## src/rtl/dir_pkg.sv

```systemverilog
package dir_pkg;

  typedef enum logic [1:0] {
    DS_UNC = 2'd0,
    DS_SHR = 2'd1,
    DS_EXC = 2'd2
  } dir_state_e;

  typedef enum logic [1:0] {
    RQ_READ  = 2'd0,
    RQ_WRITE = 2'd1,
    RQ_WBACK = 2'd2,
    RQ_NOP   = 2'd3
  } req_kind_e;

  typedef enum logic [1:0] {
    MK_INV   = 2'd0,
    MK_FETCH = 2'd1,
    MK_FINV  = 2'd2
  } msg_kind_e;

endpackage

```

## src/rtl/dir_entry_store.sv

```systemverilog
module dir_entry_store
  import dir_pkg::*;
#(
  parameter int NODES  = 4,
  parameter int BLOCKS = 8,
  localparam int BW    = (BLOCKS > 1) ? $clog2(BLOCKS) : 1
) (
  input  logic             clk,
  input  logic             rst_n,
  input  logic [BW-1:0]    rd_blk,
  output dir_state_e       rd_state,
  output logic [NODES-1:0] rd_sharers,
  input  logic             wr_en,
  input  logic [BW-1:0]    wr_blk,
  input  dir_state_e       wr_state,
  input  logic [NODES-1:0] wr_sharers
);

  dir_state_e       st_all [BLOCKS];
  logic [NODES-1:0] sh_all [BLOCKS];

  for (genvar g = 0; g < BLOCKS; g++) begin : g_ent
    dir_state_e       st_q;
    logic [NODES-1:0] sh_q;
    logic             upd;

    assign upd = wr_en && (wr_blk == BW'(g));

    always_ff @(posedge clk or negedge rst_n) begin
      if (!rst_n) begin
        st_q <= DS_UNC;
        sh_q <= '0;
      end else if (upd) begin
        st_q <= wr_state;
        sh_q <= wr_sharers;
      end
    end

    assign st_all[g] = st_q;
    assign sh_all[g] = sh_q;
  end

  always_comb begin
    rd_state   = DS_UNC;
    rd_sharers = '0;
    for (int b = 0; b < BLOCKS; b++) begin
      if (rd_blk == BW'(b)) begin
        rd_state   = st_all[b];
        rd_sharers = sh_all[b];
      end
    end
  end

endmodule

```

## src/rtl/dir_policy.sv

```systemverilog
module dir_policy
  import dir_pkg::*;
#(
  parameter int NODES = 4,
  localparam int NW   = (NODES > 1) ? $clog2(NODES) : 1
) (
  input  logic [1:0]       req_kind,
  input  logic [NW-1:0]    req_node,
  input  dir_state_e       cur_state,
  input  logic [NODES-1:0] cur_sharers,
  output logic             upd_en,
  output dir_state_e       nxt_state,
  output logic [NODES-1:0] nxt_sharers,
  output logic [NODES-1:0] targets,
  output logic [1:0]       out_kind
);

  logic [NODES-1:0] req_bit;
  logic [NODES-1:0] others;

  always_comb begin
    req_bit = '0;
    for (int i = 0; i < NODES; i++) begin
      if (req_node == NW'(i)) req_bit[i] = 1'b1;
    end
  end

  assign others = cur_sharers & ~req_bit;

  always_comb begin
    upd_en      = 1'b0;
    nxt_state   = cur_state;
    nxt_sharers = cur_sharers;
    targets     = '0;
    out_kind    = MK_INV;
    unique case (req_kind)
      RQ_READ: begin
        upd_en      = 1'b1;
        nxt_state   = DS_SHR;
        nxt_sharers = cur_sharers | req_bit;
        if (cur_state == DS_EXC) begin
          targets  = others;
          out_kind = MK_FETCH;
        end
      end
      RQ_WRITE: begin
        upd_en      = 1'b1;
        nxt_state   = DS_EXC;
        nxt_sharers = req_bit;
        if (cur_state == DS_SHR) begin
          targets  = others;
          out_kind = MK_INV;
        end else if (cur_state == DS_EXC) begin
          targets  = others;
          out_kind = MK_FINV;
        end
      end
      RQ_WBACK: begin
        if (cur_state == DS_EXC && (cur_sharers & req_bit) != '0) begin
          upd_en      = 1'b1;
          nxt_state   = DS_UNC;
          nxt_sharers = '0;
        end
      end
      default: begin
        upd_en = 1'b0;
      end
    endcase
  end

endmodule

```

## src/rtl/dir_msg_seq.sv

```systemverilog
module dir_msg_seq #(
  parameter int NODES  = 4,
  parameter int BLOCKS = 8,
  localparam int NW    = (NODES > 1) ? $clog2(NODES) : 1,
  localparam int BW    = (BLOCKS > 1) ? $clog2(BLOCKS) : 1
) (
  input  logic             clk,
  input  logic             rst_n,
  input  logic             load,
  input  logic [NODES-1:0] load_targets,
  input  logic [1:0]       load_kind,
  input  logic [BW-1:0]    load_blk,
  output logic             busy,
  output logic             msg_valid,
  input  logic             msg_ready,
  output logic [1:0]       msg_kind,
  output logic [NW-1:0]    msg_node,
  output logic [BW-1:0]    msg_block
);

  logic [NODES-1:0] pend_q, pend_d;
  logic [1:0]       kind_q;
  logic [BW-1:0]    blk_q;
  logic [NW-1:0]    pick_idx;
  logic [NODES-1:0] pick_bit;
  logic             fire;

  // lowest pending node goes first
  always_comb begin
    pick_idx = '0;
    pick_bit = '0;
    for (int i = NODES - 1; i >= 0; i--) begin
      if (pend_q[i]) begin
        pick_idx = NW'(i);
        pick_bit = NODES'(1) << i;
      end
    end
  end

  assign busy      = |pend_q;
  assign msg_valid = busy;
  assign fire      = msg_valid && msg_ready;

  always_comb begin
    pend_d = pend_q;
    if (load)      pend_d = load_targets;
    else if (fire) pend_d = pend_q & ~pick_bit;
  end

  always_ff @(posedge clk or negedge rst_n) begin
    if (!rst_n) pend_q <= '0;
    else        pend_q <= pend_d;
  end

  always_ff @(posedge clk or negedge rst_n) begin
    if (!rst_n) begin
      kind_q <= '0;
      blk_q  <= '0;
    end else if (load) begin
      kind_q <= load_kind;
      blk_q  <= load_blk;
    end
  end

  assign msg_kind  = kind_q;
  assign msg_node  = pick_idx;
  assign msg_block = blk_q;

endmodule

```

## src/rtl/dir_home_ctrl.sv

```systemverilog
module dir_home_ctrl
  import dir_pkg::*;
#(
  parameter int NODES  = 4,
  parameter int BLOCKS = 8,
  localparam int NW    = (NODES > 1) ? $clog2(NODES) : 1,
  localparam int BW    = (BLOCKS > 1) ? $clog2(BLOCKS) : 1
) (
  input  logic          clk,
  input  logic          rst_n,
  input  logic          req_valid,
  output logic          req_ready,
  input  logic [1:0]    req_kind,
  input  logic [NW-1:0] req_node,
  input  logic [BW-1:0] req_block,
  output logic          msg_valid,
  input  logic          msg_ready,
  output logic [1:0]    msg_kind,
  output logic [NW-1:0] msg_node,
  output logic [BW-1:0] msg_block
);

  // reset: asserted at once, released on the second clock edge
  logic rst_meta, rst_sync;
  always_ff @(posedge clk or negedge rst_n) begin
    if (!rst_n) begin
      rst_meta <= 1'b0;
      rst_sync <= 1'b0;
    end else begin
      rst_meta <= 1'b1;
      rst_sync <= rst_meta;
    end
  end

  dir_state_e       cur_state, nxt_state;
  logic [NODES-1:0] cur_sharers, nxt_sharers, targets;
  logic [1:0]       out_kind;
  logic             upd_en, busy, accept;

  assign req_ready = rst_sync && !busy;
  assign accept    = req_valid && req_ready;

  dir_entry_store #(.NODES(NODES), .BLOCKS(BLOCKS)) u_store (
    .clk        (clk),
    .rst_n      (rst_sync),
    .rd_blk     (req_block),
    .rd_state   (cur_state),
    .rd_sharers (cur_sharers),
    .wr_en      (accept && upd_en),
    .wr_blk     (req_block),
    .wr_state   (nxt_state),
    .wr_sharers (nxt_sharers)
  );

  dir_policy #(.NODES(NODES)) u_policy (
    .req_kind    (req_kind),
    .req_node    (req_node),
    .cur_state   (cur_state),
    .cur_sharers (cur_sharers),
    .upd_en      (upd_en),
    .nxt_state   (nxt_state),
    .nxt_sharers (nxt_sharers),
    .targets     (targets),
    .out_kind    (out_kind)
  );

  dir_msg_seq #(.NODES(NODES), .BLOCKS(BLOCKS)) u_seq (
    .clk          (clk),
    .rst_n        (rst_sync),
    .load         (accept && (targets != '0)),
    .load_targets (targets),
    .load_kind    (out_kind),
    .load_blk     (req_block),
    .busy         (busy),
    .msg_valid    (msg_valid),
    .msg_ready    (msg_ready),
    .msg_kind     (msg_kind),
    .msg_node     (msg_node),
    .msg_block    (msg_block)
  );

endmodule

```

## config.mk

```make
export PLATFORM = sky130hd
export DESIGN_NAME = dir_home_ctrl
export DESIGN_NICKNAME = d
export VERILOG_FILES = /design/src/rtl/dir_pkg.sv /design/src/rtl/dir_entry_store.sv /design/src/rtl/dir_policy.sv /design/src/rtl/dir_msg_seq.sv /design/src/rtl/dir_home_ctrl.sv
export SDC_FILE = /design/constraint.sdc
export NUM_CORES = 1
export LEC_CHECK = 0
export CORE_ASPECT_RATIO = 1.1
export CORE_UTILIZATION = 25
export CTS_CLUSTER_SIZE = 10
export DETAILED_ROUTE_END_ITERATION = 10
export GPL_TIMING_DRIVEN = 0
export HOLD_SLACK_MARGIN = 0.02
export PLACE_DENSITY_LB_ADDON = 0.05
export SYNTH_ARGS = -nofsm -noshare
export SYNTH_HDL_FRONTEND = slang
export SYNTH_HIERARCHICAL = 1
export SYNTH_SLANG_ARGS = --single-unit
```

## constraint.sdc

```tcl
create_clock -name clk -period 2.2 [get_ports clk]
set_input_delay 0.33 -clock clk [delete_from_list [all_inputs] [get_ports clk]]
set_output_delay 0.33 -clock clk [all_outputs]
set_load 0.005 [all_outputs]
```

# Word-level counts from Yosys, hierarchy flattened

Cells that the tools add are included.
Widths: inputs -> output; s select.

Shift operators: 0
Reduce and logical (&&, ||, !) cells: 23
Div/mod/pow operators: 0
$add $sub $neg: 0
Equal/unequal tests: 14
Bitwise gates (word level): 6
Muxes and demuxes: 43
Magnitude comparators: 0
$mul: 0

Operator list:

| kind               | number |
|---|---|
| $mux 4             | 17 |
| $mux 2             | 15 |
| $logic_and 1x1->1  | 14 |
| $and 4x4->4        | 3 |
| $eq 3x3->1 const B | 4 |
| $pmux 4 s3         | 1 |
| $eq 2x2->1 const B | 4 |
| $not 4->4          | 2 |
| $pmux 4 s2         | 1 |
| $reduce_bool 4->1  | 2 |
| $eq 2x1->1 const B | 3 |
| $eq 3x2->1 const B | 2 |
| $mux 1             | 6 |
| $pmux 2 s3         | 1 |
| $logic_not 2->1    | 2 |
| $or 4x4->4         | 1 |
| $pmux 2 s2         | 1 |
| $reduce_or 4->1    | 1 |
| $eq 3x1->1 const B | 1 |
| $logic_not 3->1    | 1 |
| $pmux 1 s2         | 1 |
| $reduce_bool 2->1  | 1 |
| $reduce_or 2->1    | 1 |
| $logic_not 1->1    | 1 |

ROM bits: 0
Memories kept: 0
Input port bits: 11
Logic and storage cells: 107
Latch bits: 0
Bits in registers: 59
Output and inout port bits: 9
RAM bits: 0

# Longest topological paths before layout

Depth in word-level cells: 16
Depth in mapped cells: 14
Depth with buffers taken out: 11

# Hierarchy

The synthesis kept the hierarchy.

By module, submodules not included:

| module          | instances | sequential area each (um^2) | area an instance (um^2) | cells each |
|---|---|---|---|---|
| dir_entry_store | 1         | 1,201.2                     | 2,441.1                 | 193 |
| dir_msg_seq     | 1         | 225.2                       | 405.4                   | 36 |
| dir_policy      | 1         | 0.0                         | 225.2                   | 35 |
| dir_home_ctrl   | 1         | 50.0                        | 80.1                    | 7 |

# Worst setup path after synthesis

No wires, ideal clock.

Kind: register -> register
Start: register rst_sync
End: register u_store.g_ent[2].sh_q[0]
Clock period less this slack: 3,025 ps
Data arrival time: 2,900 ps
Path buffers: 1
Stages on the path, launching flop included: 7
Library setup time: 125 ps
Path slack: -825 ps
Required time: 2,075 ps
Cells stage by stage: dfrtp_1 -> nor2b_1 -> and3_1 -> buf_4 -> nand2b_4 -> nor3b_4 -> mux2_2

Longest elaborated chain between the ends: 4

Ends and longest elaborated chain:

| what                   | line                  | RTL |
|---|---|---|
| start, declared        | dir_home_ctrl.sv:24   | `logic rst_meta, rst_sync;` |
| start signal, assigned | dir_home_ctrl.sv:31   | `rst_sync <= rst_meta;` |
| $logic_and 1x1->1      | dir_home_ctrl.sv:40   | `assign req_ready = rst_sync && !busy;` |
| net req_ready          | dir_home_ctrl.sv:12   | `output logic req_ready,` |
| $logic_and 1x1->1      | dir_home_ctrl.sv:41   | `assign accept = req_valid && req_ready;` |
| $logic_and 1x1->1      | dir_home_ctrl.sv:49   | `.wr_en (accept && upd_en),` |
| $logic_and 1x1->1      | dir_entry_store.sv:27 | `assign upd = wr_en && (wr_blk == BW'(g));` |
| end signal, assigned   | dir_entry_store.sv:35 | `sh_q <= wr_sharers;` |
| end, declared          | dir_entry_store.sv:24 | `logic [NODES-1:0] sh_q;` |

The timed path passes the listed nets, and every way through them passes these cells.
A chain may end at the register's enable or synchronous reset.

# Worst setup path after layout

Start: input port req_block[0]
End: register u_store.g_ent[6].sh_q[3]

Longest elaborated chain between the ends: 16
Elaborated cells between the ends (all ways): 35
Those cells by class: eq/ne: 8; mux: 20; bitwise: 2; reduce/logical: 5

Ends and longest elaborated chain:

| what                  | line                  | RTL |
|---|---|---|
| start, declared       | dir_home_ctrl.sv:15   | `input logic [BW-1:0] req_block,` |
| $logic_not 3->1       | dir_entry_store.sv:47 | `if (rd_blk == BW'(b)) begin` |
| $mux 4 (7 in series)  | dir_entry_store.sv:47 |  |
| $mux 4 (*)            | dir_entry_store.sv:47 |  |
| net cur_sharers[3]    | dir_home_ctrl.sv:36   | `logic [NODES-1:0] cur_sharers, nxt_sharers, targets;` |
| $and 4x4->4 (*)       | dir_policy.sv:59      | `if (cur_state == DS_EXC && (cur_sharers & req_bit) != '0) begin` |
| $reduce_bool 4->1 (*) | dir_policy.sv:59      |  |
| $logic_and 1x1->1 (*) | dir_policy.sv:59      |  |
| $mux 1 (*)            | dir_policy.sv:59      |  |
| $pmux 1 s2 (*)        | dir_policy.sv:36      | `unique case (req_kind)` |
| net upd_en            | dir_home_ctrl.sv:38   | `logic upd_en, busy, accept;` |
| $logic_and 1x1->1 (*) | dir_home_ctrl.sv:49   |  |
| $logic_and 1x1->1 (*) | dir_entry_store.sv:27 |  |
| end signal, assigned  | dir_entry_store.sv:35 |  |
| end, declared         | dir_entry_store.sv:24 |  |

The timed path passes the listed nets; every way through them passes the cells marked *.

==> metrics.txt <==
Syn. warnings=6; Avg WL per Cell=19.49 um; ys async rst share=1.000; CP Class=in -> reg; top-level I/O count=20; DRT iter0 DRCs=92; power per cell area=743.4 nW/um^2; Final Cell Area=4715 um^2; Die Height=119.8 um; register clock-pin slew on the reported worst setup and hold paths=0.05 ns; Tcrit/Tclk final=1.327; clk root buf=clkbuf_16; critical path cell sequence=buf_12, bufbuf_16, mux2_4, o21ai_2, o211ai_1, mux4_2, nor3b_4, nand2b_4, and3_4, buf_4, nand4b_1, buf_12, mux2_4; Fin Hold WS=0.1492 ns; peak supply drop=0.2825 mV; Reg power frac=0.387; sequential fraction of the synthesis area=0.4684; post-layout util=0.3884; worst path required time=2.41 ns; EDFF count, synth=0; WL final=9863 um; internal power=0.002600 W; Logic pwr share=0.221; Area growth syn-to-layout=49.58%; Mean Syn Cell Area=11.63 um^2; TritonCTS clock tree=done; layout cell share with drive strength beyond 1=0.4886; Final nets=358; CTS H-tree lvls=3; LEAKAGE=2.200 nW; row count=42; status=finished with violations; total grt overflow=0; Die Footprint=13,060 um^2; area leader, netlist=dfrtp_1; failing checks=setup timing; Main synth FF type=dfrtp_1; # port buffers=19; number of remaining DRC errors=0; Post-DP HPWL=5877 um; final hold violation count=0; worst setup path start=req_block[0]; Starting Density=0.2596; setup ws final=-0.7189 ns; synthesized area=3152 um^2; core area=12,140 um^2; CTS max path bufs=2; type of the worst min-delay path=reg -> async; Multi-input gate area=1886 um^2; setup violators final=57; CP peak stage delay=0.54 ns; internal reg-to-reg setup slack=-0.70 ns; Total GRT Usage=0.1624; Area after DPL=3630 um^2; Slew HR=0.2712; max frequency=0.3426 GHz; Syn Inst Count=271; Sw Share=0.2582; Pins Over Slew Limit=0; post-route ant nets=0; FILL cells=1,212; ANT cells=0; RR Endpoint=u_store/g_ent[6].sh_q[3]; DR pass1 iterations=4; critical path endpoint category=flip-flop; synth unique cells=38; RSZ-0062 raised after global routing=yes; nature of the critical path startpoint=primary input; Psw=0.0009051 W; vias=2,490; Critical-path top delay cell=mux4_2; post-synthesis register bit count=59; vias per cell=4.921; largest net degree at the start of global routing=30; fin crit period=2.919 ns; critical path endpoint=u_store/g_ent[6].sh_q[3]; reg2reg path depth=12; vias in the first global route=2,501; maximum fanout along the worst path=6; r2r startpoint=u_store/g_ent[5].sh_q[2]; Reg area=1480 um^2; initial antenna violation count=0; worst-margin pin slew=1.082 ns; RD Place Congestion=0.7297; Skew-Pair Late Insertion Delay=0.33 ns; Max Cap Viol=0; Die Wd=109.1 um; CTS Sinks=59; CTS buffer count=9; top cell type's share of synthesized area=0.4684; first-pass GRT wire length=14,880 um; Synth area leaders=dfrtp_1, mux2_2, a21oi_1, nand2b_1, mux2i_1; clock network fraction of design power=0.392; skew final=0.006042 ns; Worst EP arrival=3.13 ns; Post-Syn Nets=282
## metal layers
metal | GRT usage | part of all wire | vias to the layer above
met2 | 0.2508 | 0.47 | 35
met3 | 0.02390 | 0.030 | 12
met4 | 0.07095 | 0.015 | 0
li1 | - | - | 1139
met5 | 0 | 0 | -
met1 | 0.2231 | 0.48 | 1304
## sequential cells by signal, summed over array words and instances (netlist names)
register,count
rst_meta,1
rst_sync,1
u_seq/msg_block,3
u_seq/msg_kind,2
u_seq/pend_q,4
u_store/g_ent.sh_q,32
u_store/g_ent.st_q,16
## stage by stage
step                setup TNS (ns)  cells  setup WS [ns]  total power (W)
floorplan                   -34.30    271        -0.6684         0.001738
global placement           -121.86    444         -2.305         0.001941
detailed placement         -119.90    444         -2.273         0.001946
CTS                         -37.54    492        -0.7303         0.003475
global route                -44.01    506        -0.8495         0.003681
finish                      -38.14    506        -0.7189         0.003505
## synthesized netlist by cell type, drive strengths merged (5+ instances only)
library cell	n
mux2i	7
a21oi	16
dfrtp	59
mux2	59
buf	12
nor2	9
nand4	5
inv	7
o21ai	11
nand2	17
nand2b	13
a22oi	5
## how the worst min path moves through the flow
stage | end | slack, ns | depth (start not counted)
finish | u_seq/pend_q[3] | 0.15 | 0
global route | rst_sync | 0.16 | 1
CTS | rst_sync | 0.15 | 1
detailed placement | rst_sync | 0.34 | 0
global placement | rst_sync | 0.34 | 0
floorplan | rst_meta | 0.03 | 0
## power by group through the flow
stage / registers (W) / clock network, W / logic, W
2_1_floorplan: 0.00135 / 0 / 0.000383
3_3_place_gp: 0.00138 / 0 / 0.000557
3_5_place_dp: 0.00139 / 0 / 0.000558
4_1_cts: 0.00136 / 0.00142 / 0.000700
5_1_grt: 0.00138 / 0.00147 / 0.000835
6_report: 0.00136 / 0.00137 / 0.000776
## cells in the final DEF (no fill, tap or decap), types with 5 or more instances in the layout
| cell | n |
|---|---|
| a21oi_1 | 10 |
| a22oi_1 | 5 |
| buf_12 | 10 |
| buf_4 | 42 |
| buf_6 | 5 |
| clkbuf_16 | 9 |
| clkdlybuf4s50_1 | 16 |
| dfrtp_1 | 58 |
| inv_1 | 7 |
| mux2_2 | 11 |
| mux2_4 | 48 |
| mux2i_1 | 7 |
| nand2_1 | 14 |
| nand2b_1 | 9 |
| nand4_1 | 5 |
| nor2_1 | 8 |
## worst max-delay path: cells and delay by family
kind            cells  cell delay [ns]
compound gates      2             0.36
simple gates        4             0.62
buf+inv             4             0.67
mux                 3             1.14
## area by class of cell
type                    instances  share of cell area
plain buffers                  14             0.02866
inverters                       7            0.005573
well taps                     154             0.04087
multi-input cells             190              0.3999
clock buffers                  11             0.04936
repair buffers                 66              0.1502
flip-flops and latches         59              0.3140
clock inverters                 5             0.01141
## repair_timing
item | CTS | global route
resized for setup | 66 | 38
hold buffers | 0 | 0
pin swaps | 15 | 15
setup buffers | 31 | 14
cloned | 2 | 0
endpoints found under the setup margin | 58 | 58
## cell families after synthesis
group	Yosys count	share of synthesized area
AO/OA/AOI/OAI	52	0.1056
flip-flops	59	0.4684
AND/OR/NAND/NOR	70	0.1437
buffers and inverters	22	0.04089
other	1	0.001190
multiplexers	67	0.2402
No activity file was read; power rests on OpenSTA's default activity.
